`src/rtl/sysport_ctl.sv`:
```
`timescale 1ns/1ps
module sysport_ctl #(
  parameter int ADDR_W = 16
) (
  input  logic              clk,
  input  logic              rst,
  input  logic [ADDR_W-1:0] addr,
  input  logic [7:0]        wdata,
  input  logic              wr_en,
  input  logic              rd_en,
  output logic [7:0]        rdata,
  output logic              cpu_reset_req,
  output logic              little_endian,
  output logic              led_on,
  output logic              lock_pulse_a,
  output logic              lock_pulse_b,
  output logic [3:0]        sys_ctl,
  output logic              io_map_sparse
);
  localparam logic [ADDR_W-1:0] P_FAST  = ADDR_W'(16'h0092);
  localparam logic [ADDR_W-1:0] P_ID0   = ADDR_W'(16'h0800);
  localparam logic [ADDR_W-1:0] P_ID1   = ADDR_W'(16'h0802);
  localparam logic [ADDR_W-1:0] P_ID2   = ADDR_W'(16'h0803);
  localparam logic [ADDR_W-1:0] P_LED   = ADDR_W'(16'h0808);
  localparam logic [ADDR_W-1:0] P_EQUIP = ADDR_W'(16'h080C);
  localparam logic [ADDR_W-1:0] P_LOCKA = ADDR_W'(16'h0810);
  localparam logic [ADDR_W-1:0] P_LOCKB = ADDR_W'(16'h0812);
  localparam logic [ADDR_W-1:0] P_KEY   = ADDR_W'(16'h0818);
  localparam logic [ADDR_W-1:0] P_CTL   = ADDR_W'(16'h081C);
  localparam logic [ADDR_W-1:0] P_CACHE = ADDR_W'(16'h0823);
  localparam logic [ADDR_W-1:0] P_MAP   = ADDR_W'(16'h0850);

  logic wr_ok;
  assign wr_ok = wr_en && !rst;

  assign lock_pulse_a = wr_ok && (addr == P_LOCKA);
  assign lock_pulse_b = wr_ok && (addr == P_LOCKB);

  always_ff @(posedge clk) begin
    if (rst) begin
      cpu_reset_req <= 1'b0;
      little_endian <= 1'b0;
      led_on        <= 1'b0;
      sys_ctl       <= 4'h0;
      io_map_sparse <= 1'b0;
    end else if (wr_en) begin
      case (addr)
        P_FAST: begin
          cpu_reset_req <= wdata[0];
          little_endian <= wdata[1];
        end
        P_LED:   led_on        <= wdata[0];
        P_CTL:   sys_ctl       <= wdata[3:0];
        P_MAP:   io_map_sparse <= wdata[0];
        default: ;
      endcase
    end
  end

  logic [7:0] rd_mux;
  always_comb begin
    case (addr)
      P_FAST:  rd_mux = 8'h00;
      P_ID0:   rd_mux = 8'hEF;
      P_ID1:   rd_mux = 8'hAD;
      P_ID2:   rd_mux = 8'hE0;
      P_EQUIP: rd_mux = 8'h3C;
      P_LOCKA: rd_mux = 8'h39;
      P_KEY:   rd_mux = 8'h00;
      P_CTL:   rd_mux = {4'h0, sys_ctl};
      P_CACHE: rd_mux = 8'h03;
      P_MAP:   rd_mux = {7'h00, io_map_sparse};
      default: rd_mux = 8'hFF;
    endcase
  end

  assign rdata = rd_en ? rd_mux : 8'h00;
endmodule

```
`config.mk`:
```
export PLATFORM = sky130hd
export DESIGN_NAME = sysport_ctl
export DESIGN_NICKNAME = d
export VERILOG_FILES = /design/src/rtl/sysport_ctl.sv
export SDC_FILE = /design/constraint.sdc
export NUM_CORES = 1
export LEC_CHECK = 0
export BUFFER_PORTS_ARGS = -buffer_cell sky130_fd_sc_hd__buf_2
export CAP_MARGIN = 20
export CORE_MARGIN = 5
export CORE_UTILIZATION = 41
export CTS_BUF_LIST = sky130_fd_sc_hd__clkbuf_8
export CTS_CLUSTER_SIZE = 30
export DETAILED_ROUTE_END_ITERATION = 6
export HOLD_SLACK_MARGIN = 0.1
export PLACE_DENSITY = 0.81
export SLEW_MARGIN = 20
export SYNTH_ARGS = -nofsm -noshare
export SYNTH_HDL_FRONTEND = slang
export SYNTH_SLANG_ARGS = --single-unit
```
`constraint.sdc`:
```
create_clock -name clk -period 2.3 [get_ports clk]
set_input_delay 0.345 -clock clk [delete_from_list [all_inputs] [get_ports clk]]
set_output_delay 0.345 -clock clk [all_outputs]
set_load 0.005 [all_outputs]
```
==> summary.md, run 1 <==
| Metric | Value |
|---|---|
| Clock transition at path regs | 0.04 ns |
| Routed WL | 2370 um |
| Die height | 54.7 um |
| Fin. Hold Viols | 0 |
| Post-synthesis net count | 124 |
| Final min period | 2.15 ns |
| Gr usage total | 0.173 |
| Routed vias/inst | 5.45 |
| CTS Hold Buffers Added | 0 |
| Crit-path slowest cell | nor4_4 |
| Warnings from Yosys | 0 |
| Worst-skew pair later-pin latency | 0.22 ns |
| Grt ovf | 0 |
| First-pass GRT wire length | 3840 um |
| Synthesized area per cell | 8.55 um^2 |
| PortBufs | 41 |
| Clk buf depth | 2 |
| Register area share after synthesis | 0.195 |
| GRT met2 Usage | 0.297 |
| Slew HR | 0.703 |
| RD Place Congestion | 0.926 |
| Die footprint | 0.00300 mm^2 |
| Layout cells sized above 1 | 0.471 |
| Layout area overhead | 34.8% |
| P_leak | 0.441 nW |
| GR met1 Demand/Resource | 0.206 |
| RR Startpoint | sys_ctl[1] |
| TritonCTS buffer count | 3 |
| Final setup fails | 0 |
| Dpl hpwl | 1950 um |
| Die W | 54.7 um |
| Remaining DRCs | 0 |
| Worst-path maximum fanout | 5 |
| P per Cell Area | 354 mW/mm^2 |
| Sum of negative setup slack | 0 ns |
| Initial antenna violation count | 0 |
| MaxCap Viol Count | 0 |
| Measured slew at the worst slew-check pin | 0.441 ns |
| Cells after DPL | 161 |
| Seq cells post-synth | 8 |
| Hold depth | 3 |
| Hold Path Class | in2reg |
| Worst Skew | 0 ns |
| Netlist cell types | 43 |
| Gate Count Post-Synth | 96 |
| Post-route cell area | 0.00111 mm^2 |
| Post-route antenna net violation count | 0 |
| Largest net degree at the start of global routing | 11 |
| Busiest grt layer | met2 |
| Worst setup path startpoint | addr[10] |
| Crit Path Category | in2out |
| Fmax | 466 MHz |
| Initial Utilization | 0.423 |
| Status | finished clean |
| Via count | 899 |
| CTS H-tree depth | 1 |
| Min-delay src | wdata[3] |
| Count of pins over their slew limit | 0 |
| Worst setup EP type | primary output |
| Worst vdd ir | 0.000408 V |
| Diode count | 0 |
| Drt first-iter violations | 14 |
| Root buffer cell | clkbuf_8 |
| Final core utilization | 0.570 |
| Slowest cell delay on critical path | 0.36 ns |
| CP arrival | 1.80 ns |
| Cell area after placement | 0.00105 mm^2 |
| FP Rows | 16 |
| R2R depth | 2 |
| Layout Cells excl Fill | 165 |
| Final nets | 168 |
| CP startpoint kind | input port |
| Routed WL per cell | 14.4 um |
| Crit path cell chain | buf_2 > nor4_4 > nand2_2 > nor4_4 > buf_4 > nand3_2 > o21ai_2 > buf_2 |
| Vias in the first global route | 936 |
| Critical path required time | 1.96 ns |
| CTS tree | yes |
| Clock sinks | 8 |
| First-pass DRT Iterations | 4 |
| Met3 usage | 0.0272 |
| RSZ-0062 raised after global routing | false |
| I/O pin count | 46 |
| Tcrit/Tclk final | 0.933 |
| Mapped cell area | 821 um^2 |
| CORE AREA | 0.00194 mm^2 |
==> flip-flops by register name (all words and copies together) (netlist names) <==
| signal | cells |
|---|---|
| cpu_reset_req | 1 |
| io_map_sparse | 1 |
| led_on | 1 |
| little_endian | 1 |
| sys_ctl | 4 |
==> kinds of logic (layout without fill, tap and decap cells) <==
family                 after synthesis  count (layout)  synth area share
AO/OA/AOI/OAI                       16              16             0.184
flip-flops                           8               8             0.195
multiplexers                         8               8            0.0976
buffers and inverters                8              50            0.0457
AND/OR/NAND/NOR                     55              55             0.466
XOR/XNOR                             1               1            0.0107
==> repair_timing <==
item / 4_1_cts / 5_1_grt
setup buffers: 0 / 1
setup endpoints to repair: 0 / 3
gates resized for setup: 0 / 2
==> worst max-delay path, delay by kind of cell <==
| kind | cells | cell delay, ns |
|---|---|---|
| and+or+nand+nor | 4 | 0.90 |
| buffers and inverters | 3 | 0.41 |
| AOI/OAI and AO/OA | 1 | 0.13 |
==> worst paths after layout <==
| check | end | slack, ns |
|---|---|---|
| worst max-delay path | rdata[6] | 0.15 |
| worst min-delay path | sys_ctl[3] | 0.36 |
| worst max register to register | sys_ctl[1] | 1.67 |
| worst min register to register | led_on | 0.49 |
==> stage by stage <==
stage | hold slack, ns | setup slack (ns) | total power, W
3_5_place_dp | 0.481 | 0.104 | 0.000226
5_1_grt | 0.392 | 0.0163 | 0.000413
2_1_floorplan | 0.485 | 0.387 | 0.000185
4_1_cts | 0.359 | 0.105 | 0.000397
6_report | 0.360 | 0.155 | 0.000392
3_3_place_gp | 0.473 | 0.144 | 0.000223
==> Yosys cell counts <==
master,number,area [um^2]
nor2_1,12,45.0
dfxtp_1,8,160
mux2i_1,8,80.1
nand2_1,5,18.8
nand3_1,4,20.0
nor2b_1,4,25.0
and3_1,3,18.8
buf_2,3,15.0
inv_1,3,11.3
nand4_1,3,18.8
nor3_2,3,30.0
nor3b_1,3,22.5
o21ai_2,3,26.3
nor3_1,2,10.0
nor4_4,2,42.5
o31a_1,2,17.5
or3_1,2,12.5
a21boi_1,1,7.51
a21o_1,1,7.51
a21oi_1,1,5.00
a22oi_1,1,7.51
a31oi_2,1,12.5
a32o_1,1,10.0
and4_1,1,8.76
and4b_1,1,10.0
and4bb_1,1,12.5
and4bb_4,1,16.3
buf_1,1,3.75
buf_4,1,7.51
nand2_2,1,6.26
nand2b_1,1,6.26
nand4b_1,1,8.76
nor3b_2,1,12.5
nor4_1,1,6.26
nor4_2,1,12.5
o211ai_1,1,7.51
o21ai_0,1,5.00
o21bai_2,1,11.3
o22ai_1,1,6.26
o32ai_4,1,27.5
or4_1,1,7.51
or4_4,1,11.3
xor2_1,1,8.76
==> cells in the final DEF, fill, tap and decap left out, types with 2 or more instances in the layout <==
cell	instances
inv_1	3
nor3_1	2
or3_1	2
nor2b_1	4
nand4_1	3
and3_1	3
nor3b_1	3
o31a_1	2
nand2_1	5
nor2_1	12
nor3_2	3
buf_2	41
dfxtp_1	8
nor4_4	2
nand3_1	3
buf_4	3
o21ai_2	3
mux2i_1	8
clkbuf_8	3
==> routing by layer <==
metal  vias up  wire length, um  part of all wire
met4         0               36             0.015
met3         4              180             0.076
met5         -                0                 0
met1       408              970              0.41
li1        448                -                 -
met2        39             1180              0.50
==> area by class of cell <==
cell class / instances / area, um^2
inverters: 3 / 11.3
multi-input cells: 80 / 632
clock buffers: 3 / 41.3
well taps: 27 / 33.8
fillers: 197 / 836
repair buffers: 44 / 228
flip-flops and latches: 8 / 160
==> where the power goes <==
group	internal (W)	switching [W]	total [W]	leakage [nW]
clock network	0.000113	0.0000539	0.000167	0.0216
logic	0.0000367	0.0000488	0.0000854	0.355
registers	0.000139	0.000000000772	0.000139	0.0644
total	0.000289	0.000103	0.000392	0.441
Power figures use the tool's default switching activity.
==> inputs of run 2 (changes only) <==
--- a/config.mk
+++ b/config.mk
@@ -7,6 +7,7 @@
 export LEC_CHECK = 0
 export BUFFER_PORTS_ARGS = -buffer_cell sky130_fd_sc_hd__buf_2
 export CAP_MARGIN = 20
+export CORE_ASPECT_RATIO = 1.4
 export CORE_MARGIN = 5
 export CORE_UTILIZATION = 41
 export CTS_BUF_LIST = sky130_fd_sc_hd__clkbuf_8
==> summary.md, run 2 (synthesis gave the netlist of run 1 again) <==
| Metric | Value |
|---|---|
| Layout cells sized above 1 | 0.457 |
| Final min period | 2.18 ns |
| CORE AREA | 0.00195 mm^2 |
| Final setup fails | 0 |
| Worst setup EP type | primary output |
| First-pass DRT Iterations | 4 |
| Sum of negative setup slack | 0 ns |
| Most common cell on crit path | buf_2 |
| Initial antenna violation count | 0 |
| Die footprint | 0.00301 mm^2 |
| Crit-path slowest cell | nor4_4 |
| Routed WL per cell | 13.8 um |
| Fmax | 458 MHz |
| R2r setup slk | 1.68 ns |
| I/O pin count | 46 |
| Drt first-iter violations | 19 |
| Diode count | 0 |
| FP Rows | 19 |
| Hold Path Class | in2reg |
| Status | finished clean |
| Remaining DRCs | 0 |
| RR Startpoint | io_map_sparse |
| Count of pins over their slew limit | 0 |
| Largest net degree at the start of global routing | 11 |
| Final nets | 168 |
| FF-to-FF End | io_map_sparse |
| Die W | 47.8 um |
| Most frequent cells in the layout | buf_2 (41), nor2_1 (12), mux2i_1 (8), dfxtp_1 (8), nand2_1 (5) |
| Clk buf depth | 2 |
| Post-route antenna net violation count | 0 |
| Tcrit/Tclk final | 0.949 |
| Root buffer cell | clkbuf_8 |
| R2R depth | 2 |
| Hold depth | 3 |
| Critical path required time | 1.96 ns |
| Layout area overhead | 32.8% |
| Post-CTS Resized | 0 |
| Crit path cell chain | buf_2 > nor4_4 > nand2_2 > o32ai_4 > nor2_1 > o31a_1 > buf_2 |
| Initial Utilization | 0.421 |
| Dpl hpwl | 1860 um |
| P_leak | 0.441 nW |
| Slew HR | 0.756 |
| Gr usage total | 0.161 |
| Vias in the first global route | 886 |
| Grt ovf | 0 |
| Slowest cell delay on critical path | 0.36 ns |
| CP endpoint | rdata[0] |
| Fin. Hold Viols | 0 |
| Worst-skew pair later-pin latency | 0.22 ns |
| WP buf/inv | 2 |
| PortBufs | 41 |
| CP arrival | 1.84 ns |
| Die height | 62.9 um |
| Worst vdd ir | 0.000624 V |
| Largest register FFs | 4 |
| CTS Hold Buffers Added | 0 |
| First-pass GRT wire length | 3710 um |
| CTS H-tree depth | 1 |
| CTS tree | yes |
| Top reg by flops | sys_ctl |
| CP startpoint kind | input port |
| Routed WL | 2200 um |
| Clock sinks | 8 |
| RSZ-0062 raised after global routing | false |
| Register area | 160 um^2 |
| Measured slew at the worst slew-check pin | 0.363 ns |
| P per Cell Area | 357 mW/mm^2 |
| Post-CTS setup buffers | 0 |
| Commonest non-fill, non-tap cell in the layout | buf_2 |
| WP depth | 7 |
| MaxCap Viol Count | 0 |
| RD Place Congestion | 0.873 |
| Multi-input gate area | 623 um^2 |
| Via count | 913 |
| Worst setup path startpoint | addr[12] |
| Fillers | 198 |
| Clock transition at path regs | 0.04 ns |
| Design Power | 0.000389 W |
| Crit path max-delay family | compound AO/OA/AOI/OAI gates |
| Worst-path maximum fanout | 5 |
| Crit Path Category | in2out |
| Routed vias/inst | 5.74 |
| Worst Skew | 0 ns |
| TritonCTS buffer count | 3 |
run 2: cell types whose count changed in the layout (fill, tap and decap cells not counted):
cell and delta:
a21boi_1 +1, a21boi_2 -1, nand3_1 +1, nand3_2 -1
run 2: where the power goes:
part	total, W	leakage, nW	internal [W]	switching (W)
clock	0.000165	0.0216	0.000113	0.0000522
sequential	0.000139	0.0644	0.000139	0.000000000749
combinational	0.0000847	0.355	0.0000371	0.0000476
run 2: worst min path at each step:
stage	slack [ns]	to	from
6_report	0.36	sys_ctl[2]	wdata[2]
5_1_grt	0.39	sys_ctl[2]	wdata[2]
4_1_cts	0.36	sys_ctl[2]	wdata[2]
3_5_place_dp	0.48	little_endian	little_endian
3_3_place_gp	0.47	cpu_reset_req	cpu_reset_req
2_1_floorplan	0.48	led_on	led_on
run 2: metal layers:
metal | wire length [um] | track usage
met2 | 1240 | 0.293
met4 | 36 | 0.0606
met5 | 0 | 0
met1 | 794 | 0.184
met3 | 131 | 0.00288
run 2: tightest hold or removal path, cell delays in order:
cell and delay [ns]:
buf_2 0.07, mux2i_1 0.06, nor2_1 0.07
run 2: area by class of cell:
cell class / count / area share
sequential: 8 / 0.147
multi-input combinational: 80 / 0.572
timing repair buffer: 44 / 0.209
clock buffer: 3 / 0.0379
inverter: 3 / 0.0103
tap: 21 / 0.0241
run 2: stage by stage:
stage	hold slack [ns]	instance area (um^2)	worst slack, ns	cells	utilization
CTS	0.360	1090	0.114	159	0.559
finish	0.362	1090	0.117	159	0.559
detailed placement	0.481	1050	0.112	156	0.538
floorplan	0.485	821	0.387	96	-
global route	0.393	1090	0.0126	159	0.559
global placement	0.471	1050	0.135	156	0.538
==> inputs of run 3 (changes only) <==
--- a/config.mk
+++ b/config.mk
@@ -6,7 +6,6 @@
 export NUM_CORES = 1
 export LEC_CHECK = 0
 export BUFFER_PORTS_ARGS = -buffer_cell sky130_fd_sc_hd__buf_2
-export CAP_MARGIN = 20
 export CORE_ASPECT_RATIO = 1.4
 export CORE_MARGIN = 5
 export CORE_UTILIZATION = 41
==> constraint.sdc (replaced) <==
create_clock -name clk -period 2.3 [get_ports clk]
set_input_delay 0.345 -clock clk [delete_from_list [all_inputs] [get_ports clk]]
set_output_delay 0.345 -clock clk [all_outputs]
set_load 0.02 [all_outputs]
==> summary.md, run 3 (synthesis gave the netlist of run 1 again) <==
| Metric | Value |
|---|---|
| CP startpoint kind | input port |
| Most frequent cells in the layout | buf_2 (41), nor2_1 (12), mux2i_1 (8), dfxtp_1 (8), nand2_1 (5) |
| Crit-path slowest cell | nor4_4 |
| Fin. Hold Viols | 0 |
| R2R depth | 2 |
| Routed WL | 2220 um |
| Dpl hpwl | 1850 um |
| First-pass DRT Iterations | 4 |
| Status | finished clean |
| MaxCap Viol Count | 0 |
| Die footprint | 0.00301 mm^2 |
| Slowest cell delay on critical path | 0.41 ns |
| Layout area overhead | 33.8% |
| Vias in the first global route | 895 |
| Post-route cell area | 0.00110 mm^2 |
| Clock sinks | 8 |
| Final nets | 168 |
| Final setup fails | 0 |
| Cell area after placement | 0.00105 mm^2 |
| P_leak | 0.441 nW |
| Diode count | 0 |
| Die height | 62.9 um |
| Critical path required time | 1.96 ns |
| Psw | 0.000111 W |
| Top reg by flops | sys_ctl |
| Crit path max-delay family | simple AND/OR/NAND/NOR gates |
| Measured slew at the worst slew-check pin | 0.405 ns |
| P per Cell Area | 365 mW/mm^2 |
| Final min period | 2.21 ns |
| Worst-path maximum fanout | 5 |
| FP Rows | 19 |
| CP arrival | 1.87 ns |
| TritonCTS buffer count | 3 |
| Largest net degree at the start of global routing | 11 |
| Tcrit/Tclk final | 0.961 |
| Int Power | 0.000290 W |
| Cells after DPL | 156 |
| Via count | 880 |
| Layout Cells excl Fill | 159 |
| Crit path cell chain | buf_2 > nor4_4 > nand2_2 > nor4_4 > a32o_1 > o31a_1 > buf_2 |
| Crit Path Category | in2out |
| Drt first-iter violations | 26 |
| Worst Skew | 0 ns |
| Initial antenna violation count | 0 |
| Sum of negative setup slack | 0 ns |
| Reg power frac | 0.348 |
| Clock Power Share | 0.418 |
| Post-route antenna net violation count | 0 |
| Post-route worst setup slack | 0.0887 ns |
| Fmax | 452 MHz |
| Comb power frac | 0.235 |
| Sw Ratio | 0.276 |
| Routed WL per cell | 14.0 um |
| RSZ-0062 raised after global routing | true |
| Gr usage total | 0.166 |
| First-pass GRT wire length | 3750 um |
| CTS H-tree depth | 1 |
| CTS tree | yes |
| Hold depth | 3 |
| Count of pins over their slew limit | 0 |
| Hold Path Class | in2reg |
| Remaining DRCs | 0 |
| WP depth | 7 |
| Largest register FFs | 4 |
| Final core utilization | 0.564 |
| Worst-skew pair later-pin latency | 0.23 ns |
| PortBufs | 41 |
| Fillers | 192 |
| Initial Utilization | 0.421 |
| Dpl ws | 0.0729 ns |
| Grt ovf | 0 |
| Worst vdd ir | 0.000475 V |
| I/O pin count | 46 |
| CORE AREA | 0.00195 mm^2 |
| Die W | 47.8 um |
| Layout cells sized above 1 | 0.471 |
| Slew HR | 0.728 |
| Commonest non-fill, non-tap cell in the layout | buf_2 |
| RD Place Congestion | 0.873 |
| Worst setup EP type | primary output |
| Root buffer cell | clkbuf_8 |
| Clock transition at path regs | 0.04 ns |
| WP buf/inv | 2 |
| Clk buf depth | 2 |
| Routed vias/inst | 5.53 |
-- run 3: cell types whose count changed in the layout (fill, tap and decap cells not counted) --
cell / before / now
a21boi_1: 1 / 0
a21boi_2: 0 / 1
nand3_1: 4 / 3
nand3_2: 0 / 1
-- run 3: area by class of cell --
cell class              instances  area, um^2  share of cell area
multi-input cells              80         632               0.575
well taps                      21        26.3              0.0239
clock buffers                   3        41.3              0.0376
inverters                       3        11.3              0.0103
repair buffers                 44         228               0.207
flip-flops and latches          8         160               0.146
-- run 3: path summary, 6_finish.rpt --
check                start       endpoint  slack (ns)
max               addr[10]       rdata[1]        0.09
min               wdata[2]     sys_ctl[2]        0.36
max reg2reg  io_map_sparse  io_map_sparse        1.68
min reg2reg  little_endian  little_endian        0.49
-- run 3: repair_timing --
| action | CTS | global route |
|---|---|---|
| endpoints found under the setup margin | 0 | 4 |
| endpoints found under the hold margin | 0 | 0 |
| buffers inserted | 0 | 0 |
| gates resized for setup | 0 | 2 |
| hold buffers | 0 | 0 |
-- run 3: routing by layer --
layer  vias up  global-route usage  part of all wire  routed length [um]
li1        448                   -                 -                   -
met2        27               0.290              0.55                1220
met5         -                   0                 0                   0
met4         0              0.0808             0.020                  45
met1       400               0.184              0.38                 853
met3         5              0.0173             0.046                 102
-- run 3: worst register-to-register path: stages, from the launching register on --
cell	delay, ns
dfxtp_1	0.32
mux2i_1	0.14
nor2_1	0.05
-- run 3: power by group through the flow --
| stage | clock, W | combinational, W | sequential (W) |
|---|---|---|---|
| global placement | 0 | 0.0000909 | 0.000142 |
| CTS | 0.000172 | 0.0000931 | 0.000139 |
| floorplan | 0 | 0.0000517 | 0.000142 |
| finish | 0.000167 | 0.0000940 | 0.000139 |
| detailed placement | 0 | 0.0000928 | 0.000142 |
| global route | 0.000185 | 0.000102 | 0.000139 |
-- run 3: per-stage QoR --
step / hold slack, ns / total power, W
5_1_grt: 0.382 / 0.000426
2_1_floorplan: 0.492 / 0.000193
3_5_place_dp: 0.481 / 0.000234
6_report: 0.358 / 0.000401
4_1_cts: 0.355 / 0.000404
3_3_place_gp: 0.471 / 0.000233
